[config.mk]
export PLATFORM = sky130hd
export DESIGN_NAME = rst_cause_gen
export DESIGN_NICKNAME = d
export VERILOG_FILES = /design/src/rtl/rcg_pkg.sv /design/src/rtl/rcg_por_delay.sv /design/src/rtl/rcg_wdog.sv /design/src/rtl/rcg_wake_qual.sv /design/src/rtl/rcg_stretch.sv /design/src/rtl/rst_cause_gen.sv
export SDC_FILE = /design/constraint.sdc
export NUM_CORES = 1
export LEC_CHECK = 0
export BUFFER_PORTS_ARGS = -buffer_cell sky130_fd_sc_hd__buf_4
export CAP_MARGIN = 0
export CORE_ASPECT_RATIO = 1.5
export CORE_MARGIN = 5
export CORE_UTILIZATION = 50
export CTS_CLUSTER_SIZE = 10
export DETAILED_ROUTE_END_ITERATION = 12
export GPL_ROUTABILITY_DRIVEN = 0
export PLACE_DENSITY = 0.66
export SLEW_MARGIN = 20
export SYNTH_ARGS = -nofsm -noshare
export SYNTH_HDL_FRONTEND = slang
export SYNTH_SLANG_ARGS = --single-unit
export TNS_END_PERCENT = 20
[constraint.sdc]
create_clock -name clk -period 4.45 [get_ports clk]
set_input_delay 0.2225 -clock clk [delete_from_list [all_inputs] [get_ports clk]]
set_output_delay 0.2225 -clock clk [all_outputs]
set_load 0.02 [all_outputs]
[src/rtl/rcg_pkg.sv]
// Shared types for the reset-cause generator.
package rcg_pkg;
    // Which cause, if any, starts a reset pulse on this edge.
    typedef enum logic [1:0] {
        TRIG_NONE = 2'd0,
        TRIG_WDOG = 2'd1,
        TRIG_WAKE = 2'd2
    } trig_e;
endpackage

[src/rtl/rcg_por_delay.sv]
// Power-up delay counter.
// Counts clock edges once pwr_ok is high and reports when POR_CYCLES have passed.
// Assumes pwr_ok is synchronous to clk. The count saturates, so it runs only once per power-up.
module rcg_por_delay #(
    parameter int unsigned POR_CYCLES = 590000
) (
    input  logic clk,
    input  logic pwr_ok,
    output logic por_done
);
    localparam int unsigned CW = $clog2(POR_CYCLES + 1);

    logic [CW-1:0] cnt;

    // Count up from power-good to the delay length and hold there.
    always_ff @(posedge clk) begin
        if (!pwr_ok) begin
            cnt <= '0;
        end else if (cnt != CW'(POR_CYCLES)) begin
            cnt <= cnt + 1'b1;
        end
    end

    assign por_done = (cnt == CW'(POR_CYCLES));
endmodule

[src/rtl/rcg_wdog.sv]
// Retriggerable watchdog one-shot.
// Counts while run is high and raises expire on the WDT_CYCLES-th edge with no refresh.
// Assumes run drops right after expire, because the core then enters reset. That drop clears the count.
module rcg_wdog #(
    parameter int unsigned WDT_CYCLES = 265000
) (
    input  logic clk,
    input  logic pwr_ok,
    input  logic run,
    input  logic kick,
    output logic expire
);
    localparam int unsigned CW   = (WDT_CYCLES > 1) ? $clog2(WDT_CYCLES) : 1;
    localparam int unsigned LAST = WDT_CYCLES - 1;

    logic [CW-1:0] cnt;

    // Restart on refresh or while stopped, otherwise advance toward terminal count.
    always_ff @(posedge clk) begin
        if (!pwr_ok || !run || kick) begin
            cnt <= '0;
        end else if (cnt != CW'(LAST)) begin
            cnt <= cnt + 1'b1;
        end
    end

    assign expire = run && !kick && (cnt == CW'(LAST));
endmodule

[src/rtl/rcg_wake_qual.sv]
// Stop-mode recovery qualifier.
// Fires once when wake has been sampled high on STOP_MIN consecutive edges while the core runs.
// Assumes active is the registered core reset release. The qualifier re-arms only after wake goes low.
module rcg_wake_qual #(
    parameter int unsigned STOP_MIN = 5
) (
    input  logic clk,
    input  logic pwr_ok,
    input  logic active,
    input  logic wake,
    output logic fire
);
    localparam int unsigned CW = $clog2(STOP_MIN + 1);

    logic [CW-1:0] cnt;
    logic          armed;

    assign fire = active && wake && armed && (cnt == CW'(STOP_MIN - 1));

    // Track the high-run length of wake and the one-shot arming.
    always_ff @(posedge clk) begin
        if (!pwr_ok) begin
            cnt   <= '0;
            armed <= 1'b1;
        end else begin
            if (!wake) begin
                armed <= 1'b1;
            end else if (fire) begin
                armed <= 1'b0;
            end
            if (!active || !wake || !armed || fire) begin
                cnt <= '0;
            end else begin
                cnt <= cnt + 1'b1;
            end
        end
    end
endmodule

[src/rtl/rcg_stretch.sv]
// Reset pulse stretcher and registered reset output.
// Holds rst_n low until the power-up delay is done. Each trig also holds it low for exactly RST_PULSE cycles.
// Assumes trig arrives only while rst_n is high. RST_PULSE must be at least 1.
module rcg_stretch #(
    parameter int unsigned RST_PULSE = 16
) (
    input  logic clk,
    input  logic pwr_ok,
    input  logic por_done,
    input  logic trig,
    output logic rst_n
);
    localparam int unsigned CW = $clog2(RST_PULSE + 1);

    logic [CW-1:0] left;

    // Load the pulse length on a trigger, then count it down.
    always_ff @(posedge clk) begin
        if (!pwr_ok) begin
            left <= '0;
        end else if (trig) begin
            left <= CW'(RST_PULSE);
        end else if (left != '0) begin
            left <= left - 1'b1;
        end
    end

    // Release the core only after power-up and once the pulse has drained.
    always_ff @(posedge clk) begin
        if (!pwr_ok) begin
            rst_n <= 1'b0;
        end else begin
            rst_n <= por_done && !trig && (left <= CW'(1));
        end
    end
endmodule

[src/rtl/rst_cause_gen.sv]
// Reset generator with power-up delay, watchdog and stop-mode recovery, plus cause flags.
// Assumes pwr_ok is synchronous and wdt_opt_en is a static strap.
// hot_flag survives every reset except power loss. stop_flag is cleared by a watchdog reset.
module rst_cause_gen #(
    parameter int unsigned POR_CYCLES = 590000,
    parameter int unsigned WDT_CYCLES = 265000,
    parameter int unsigned RST_PULSE  = 16,
    parameter int unsigned STOP_MIN   = 5
) (
    input  logic clk,
    input  logic pwr_ok,
    input  logic wdt_kick,
    input  logic wdt_opt_en,
    input  logic stop_wake,
    output logic core_rst_n,
    output logic hot_flag,
    output logic stop_flag
);
    import rcg_pkg::*;

    logic  por_done;
    logic  wd_expire;
    logic  wake_fire;
    trig_e trig;

    rcg_por_delay #(.POR_CYCLES(POR_CYCLES)) u_por (
        .clk      (clk),
        .pwr_ok   (pwr_ok),
        .por_done (por_done)
    );

    rcg_wdog #(.WDT_CYCLES(WDT_CYCLES)) u_wdog (
        .clk    (clk),
        .pwr_ok (pwr_ok),
        .run    (core_rst_n && wdt_opt_en),
        .kick   (wdt_kick),
        .expire (wd_expire)
    );

    rcg_wake_qual #(.STOP_MIN(STOP_MIN)) u_wake (
        .clk    (clk),
        .pwr_ok (pwr_ok),
        .active (core_rst_n),
        .wake   (stop_wake),
        .fire   (wake_fire)
    );

    // Pick the cause for this edge; the watchdog outranks a wake.
    always_comb begin
        if (wd_expire) begin
            trig = TRIG_WDOG;
        end else if (wake_fire) begin
            trig = TRIG_WAKE;
        end else begin
            trig = TRIG_NONE;
        end
    end

    rcg_stretch #(.RST_PULSE(RST_PULSE)) u_stretch (
        .clk      (clk),
        .pwr_ok   (pwr_ok),
        .por_done (por_done),
        .trig     (trig != TRIG_NONE),
        .rst_n    (core_rst_n)
    );

    // Record the cause of the reset that starts on this edge.
    always_ff @(posedge clk) begin
        if (!pwr_ok) begin
            hot_flag  <= 1'b0;
            stop_flag <= 1'b0;
        end else begin
            case (trig)
                TRIG_WDOG: begin
                    hot_flag  <= 1'b1;
                    stop_flag <= 1'b0;
                end
                TRIG_WAKE: stop_flag <= 1'b1;
                default: ;
            endcase
        end
    end
endmodule

# Word level (Yosys, flattened, before mapping)
# Index checks and enable logic that the tools add are counted.
# op_classes
eq_ne	7
bitwise	1
n_lt_le_gt_ge	1
n_addsub	4
n_mul	0
n_reduce_logical	27
muxes	5
div_mod_pow	0
shift	0
# ops
cell	n
$add A20 B1 Y20 const B	1
$eq A20 B20 Y1 const B	1
$ne A20 B20 Y1 const B	1
$add A19 B1 Y19 const B	1
$eq A19 B19 Y1 const B	1
$ne A19 B19 Y1 const B	1
$mux W5	2
$logic_and A1 B1 Y1	8
$logic_not A1 Y1	7
$reduce_bool A2 Y1	3
$le A5 B1 Y1 const B	1
$logic_or A1 B1 Y1	5
$reduce_bool A5 Y1	1
$sub A5 B1 Y5 const B	1
$mux W2	2
$reduce_or A2 Y1	2
$add A3 B1 Y3 const B	1
$eq A3 B3 Y1 const B	1
$eq A2 B1 Y1 const B	1
$eq A2 B2 Y1 const B	1
$pmux W1 S2	1
$reduce_and A2 Y1	1
$not A1 Y1	1
# totals
latch_bits	0
elab_cells	54
out_inout_bits	3
mem_bits_ro	0
inputBits	5
ram_bits	0
memories	0
regBits	51

# Depth between registers and ports, before layout
# depth
word_depth	9
ltp_mapped	6

# Hierarchy
# Synthesis repeated with hierarchy kept, for this count alone.
# hier_totals
hier_cells	279
hier_area_um2	2563.7
# by_module_without_submodules
mod	area_each_um2	seq_area_each_um2	cells_per_inst	n_inst
rcg_por_delay	1039.7	400.4	112	1
rcg_wdog	977.2	380.4	111	1
rcg_stretch	286.5	120.1	29	1
rcg_wake_qual	183.9	80.1	20	1
rst_cause_gen	76.3	40.0	7	1

# Worst setup path before layout
# No wires, ideal clock.
# synth_timing
path_kind	register -> register
startpoint	register u_por.cnt[8]
endpoint	register u_por.cnt[0]
slack_ns	2.784
stages_incl_launch_ff	5
setup_time_ns	0.119
arrival_ns	1.547
required_time_ns	4.331
synth_period_minus_slack_ns	1.666
path_cell_list	dfxtp_1 -> or4b_4 -> or4_4 -> nor3_1 -> nor3_1
# synth_between
elab_chain_cells	1
# synth_lines
item	line	rtl
from (decl)	rcg_por_delay.sv:13	logic [CW-1:0] cnt;
from (signal assigned)	rcg_por_delay.sv:20	cnt <= cnt + 1'b1;
$ne A20 B20 Y1	rcg_por_delay.sv:19	end else if (cnt != CW'(POR_CYCLES)) begin
# Every way passes these cells.
# A chain may end at the register's enable or synchronous reset.

# Final worst setup path
# layout_timing
startpoint	register u_wdog.cnt[0]
endpoint	register u_stretch.left[4]
# layout_between
elab_chain_cells	5
# layout_lines
item	line	rtl
from (decl)	rcg_wdog.sv:16	logic [CW-1:0] cnt;
from (signal assigned)	rcg_wdog.sv:23	cnt <= cnt + 1'b1;
$eq A19 B19 Y1 (*)	rcg_wdog.sv:27	assign expire = run && !kick && (cnt == CW'(LAST));
$logic_and A1 B1 Y1 (*)	rcg_wdog.sv:27	
$mux W2 (*)	rst_cause_gen.sv:50	if (wd_expire) begin
$reduce_bool A2 Y1 (*)	rst_cause_gen.sv:63	.trig (trig != TRIG_NONE),
$mux W5 or $reduce_bool A2 Y1 (tied branches)	n/a	
to (signal assigned)	rcg_stretch.sv:22	left <= CW'(RST_PULSE);
to (signal assigned)	rcg_stretch.sv:24	left <= left - 1'b1;
to (decl)	rcg_stretch.sv:15	logic [CW-1:0] left;
# Mark *: on every way between the ends. The rest lies on a longest branch, timed or not.

==> impl_metrics.yaml <==
outcome:
  status: "finished, final reports clean"
cts:
  clk_latency_ps: 300
  clk_pin_slew_ps: 100
  cts_inserted_buffers: 5
  cts_resized: 0
  cts_hold_buf: 0
  clockBufferDepth: 2
  ctsRootBufferMaster: "clkbuf_8"
  numClockSinks: 51
  htreeDepth: 2
  cts_tree: "yes"
  cts_setup_buffers: 0
layout:
  fill_cells: 452
  antenna_cells: 0
  mostFrequentLayoutCells: "dfxtp_1 (51), nor2_1 (32), nand3_1 (19)"
  syn2layout_area_growth_pct: 8.09
  utilization: 0.554
  num-nets-final: 304
  drive_gt1_frac: 0.0819
  layout_commonest_cell: "dfxtp_1"
place:
  dp_hpwl_um: 3510
  io_buffers: 7
job:
  cap_violations: 0
sta:
  hold_viol_final: 0
  fin_worst_skew_ps: 13.2
  final-setup-viol-count: 0
  rsz0062_at_grt: "false"
  tns_ps: 0
  slew_headroom: 0.588
  slew_violations: 0
  period_share: 0.461
  fmax_mhz: 487
  period_minus_slack_ps: 2050
  worst_slew_pin_slew_ps: 612
global_route:
  grt_pass1_vias: 1906
  grtUsageTotal: 0.162
  top_usage_layer: "met2"
  grt-ovfl-total: 0
  grt_max_degree: 21
  grt_use_met1: 0.181
  grt_pass1_wl_um: 8160
  grtUsageMet3: 0.0425
  antenna_found_initial: 0
  grt_use_met2: 0.285
floorplan:
  die_h_um: 95.6
  fp-row-count: 31
  ioPinCount: 8
  die_w_um: 67.1
  core_um2: 4770
  dieArea_um2: 6410
  start_util: 0.512
synth:
  syn_inst: 285
  synth_area_per_cell_um2: 8.57
  synth_flop_cell: "dfxtp_1"
  synth_nets: 297
  synth_edf_count: 0
  ys_ff_latch: 51
  yosys_warnings: 0
  ys_seq_area_frac: 0.418
  netlist_area_um2: 2440
  yosysUniqueCellTypes: 44
  async_flop_share: 0
critical_path:
  crit_family: "simple AND/OR/NAND/NOR gates"
  path_class: "reg -> reg"
  r2r_setup_slack_ps: 2400
  crit_buf_inv: 0
  slowest_delay_ps: 590
  reg2reg_from: "u_wdog.cnt[0]"
  cp.required_ps: 4700
  critPathSlowestCell: "nor4_1"
  reg2reg_depth: 5
  critical_path_arrival_ps: 2310
  r2r-end: "u_stretch.left[4]"
  endpoint_kind: "flop"
  critPathMaxFanout: 7
  crit_chain: "ha_1 -> and3_1 -> nand3_1 -> nor4_1 -> o31a_1"
  start_kind: "flop"
pwr:
  ir_drop_mv: 0.199
  power_density_nw_per_um2: 329
  p_switching_mw: 0.224
  internal_power_mw: 0.645
  p_clk_frac: 0.327
  swShare: 0.258
  power_frac_seq: 0.565
  pwr-share-comb: 0.109
  leakage_nw: 0.849
route:
  vias: 2029
  drc_errors: 0
  wirelength_um: 4790
  drt.antenna.violating_nets: 0
  drtPass1Iterations: 4
  detail_route.wl_per_cell_um: 13.3
  drtIter0Drc: 80
  routed_via_density: 5.65
worst_hold_path:
  hold_end: "u_wake.armed"
  hold_depth: 2
  hp-start: "stop_wake"
  hold_path_class: "in -> reg"
## worst max-delay path by stage
stage                              from           endpoint  slack, ps  depth (start not counted)
final                     u_wdog.cnt[0]  u_stretch.left[4]       2400                          5
after global routing      u_wdog.cnt[0]  u_stretch.left[4]       2270                          5
after CTS                 u_wdog.cnt[0]  u_stretch.left[4]       2410                          5
after detailed placement         pwr_ok      u_wdog.cnt[2]       2380                          5
after global placement           pwr_ok      u_wdog.cnt[2]       2400                          5
after floorplan            u_por.cnt[8]       u_por.cnt[0]       2780                          4
## registers in the layout (all words and copies together) (netlist names)
signal           count
u_wdog.cnt          19
u_stretch.rst_n      1
stop_flag            1
u_stretch.left       5
u_wake.cnt           3
u_wake.armed         1
hot_flag             1
u_por.cnt           20
## cell type report
type | instances | area, um^2 | share of cell area
Clock buffer | 6 | 82.6 | 0.0313
Clock inverter | 2 | 16.3 | 0.00616
Inverter | 10 | 37.5 | 0.0142
Multi-Input combinational cell | 217 | 1350 | 0.511
Sequential cell | 51 | 1020 | 0.387
Tap cell | 66 | 82.6 | 0.0313
Timing Repair Buffer | 7 | 52.6 | 0.0199
## through the flow
step	setup WS (ps)	hold slack, ps	power [mW]	cells	area (um^2)
3_3_place_gp	2400	435	0.595	351	2540
3_5_place_dp	2380	443	0.598	351	2540
6_report	2400	137	0.869	359	2640
5_1_grt	2270	149	0.916	359	2640
2_1_floorplan	2780	311	0.577	285	2440
4_1_cts	2410	132	0.885	359	2640
## synthesized netlist by cell type, types with 3 or more instances
master,instances,area [um^2]
nand2_1,18,67.6
and4_1,6,52.6
o21a_1,3,22.5
nand4_1,12,75.1
dfxtp_1,51,1020
nor2b_1,3,18.8
ha_1,7,87.6
xor2_1,13,114
nor4_1,8,50.1
clkbuf_1,4,15.0
or3_1,13,81.3
o21ai_0,14,70.1
mux2i_1,3,30.0
a21oi_1,15,75.1
nand3_1,19,95.1
inv_1,10,37.5
xnor2_1,9,78.8
nor3_1,12,60.1
o21ai_1,3,15.0
nor2_1,32,120
## cell families after synthesis
logic type                 after synthesis  share of synthesized area
and+or+nand+nor                        144                      0.330
muxes                                    4                     0.0169
DFF                                     51                      0.418
buffers and inverters                   17                     0.0302
adders and majority gates                7                     0.0358
AOI/OAI and AO/OA                       40                     0.0906
xor gates and xnor gates                22                     0.0789
## power by group through the flow
| stage | Sequential, mW | Clock, mW | Combinational (mW) |
|---|---|---|---|
| finish | 0.491 | 0.284 | 0.0943 |
| global route | 0.493 | 0.310 | 0.113 |
| CTS | 0.491 | 0.297 | 0.0966 |
| detailed placement | 0.502 | 0 | 0.0958 |
| global placement | 0.501 | 0 | 0.0943 |
| floorplan | 0.497 | 0 | 0.0804 |
## routing by layer
layer / wire, um / up-vias
li1: - / 1038
met1: 2100 / 954
met2: 2370 / 26
met3: 214 / 11
met4: 97 / 0
met5: 0 / -
## worst register-to-register path, delay by kind of cell (launching register included)
family / cells / cell delay, ps
AND/OR/NAND/NOR: 3 / 1060
flip-flops: 1 / 450
adder cells (fa/ha/maj): 1 / 270
AO/OA/AOI/OAI: 1 / 230
(Power assumes the default switching activity.)
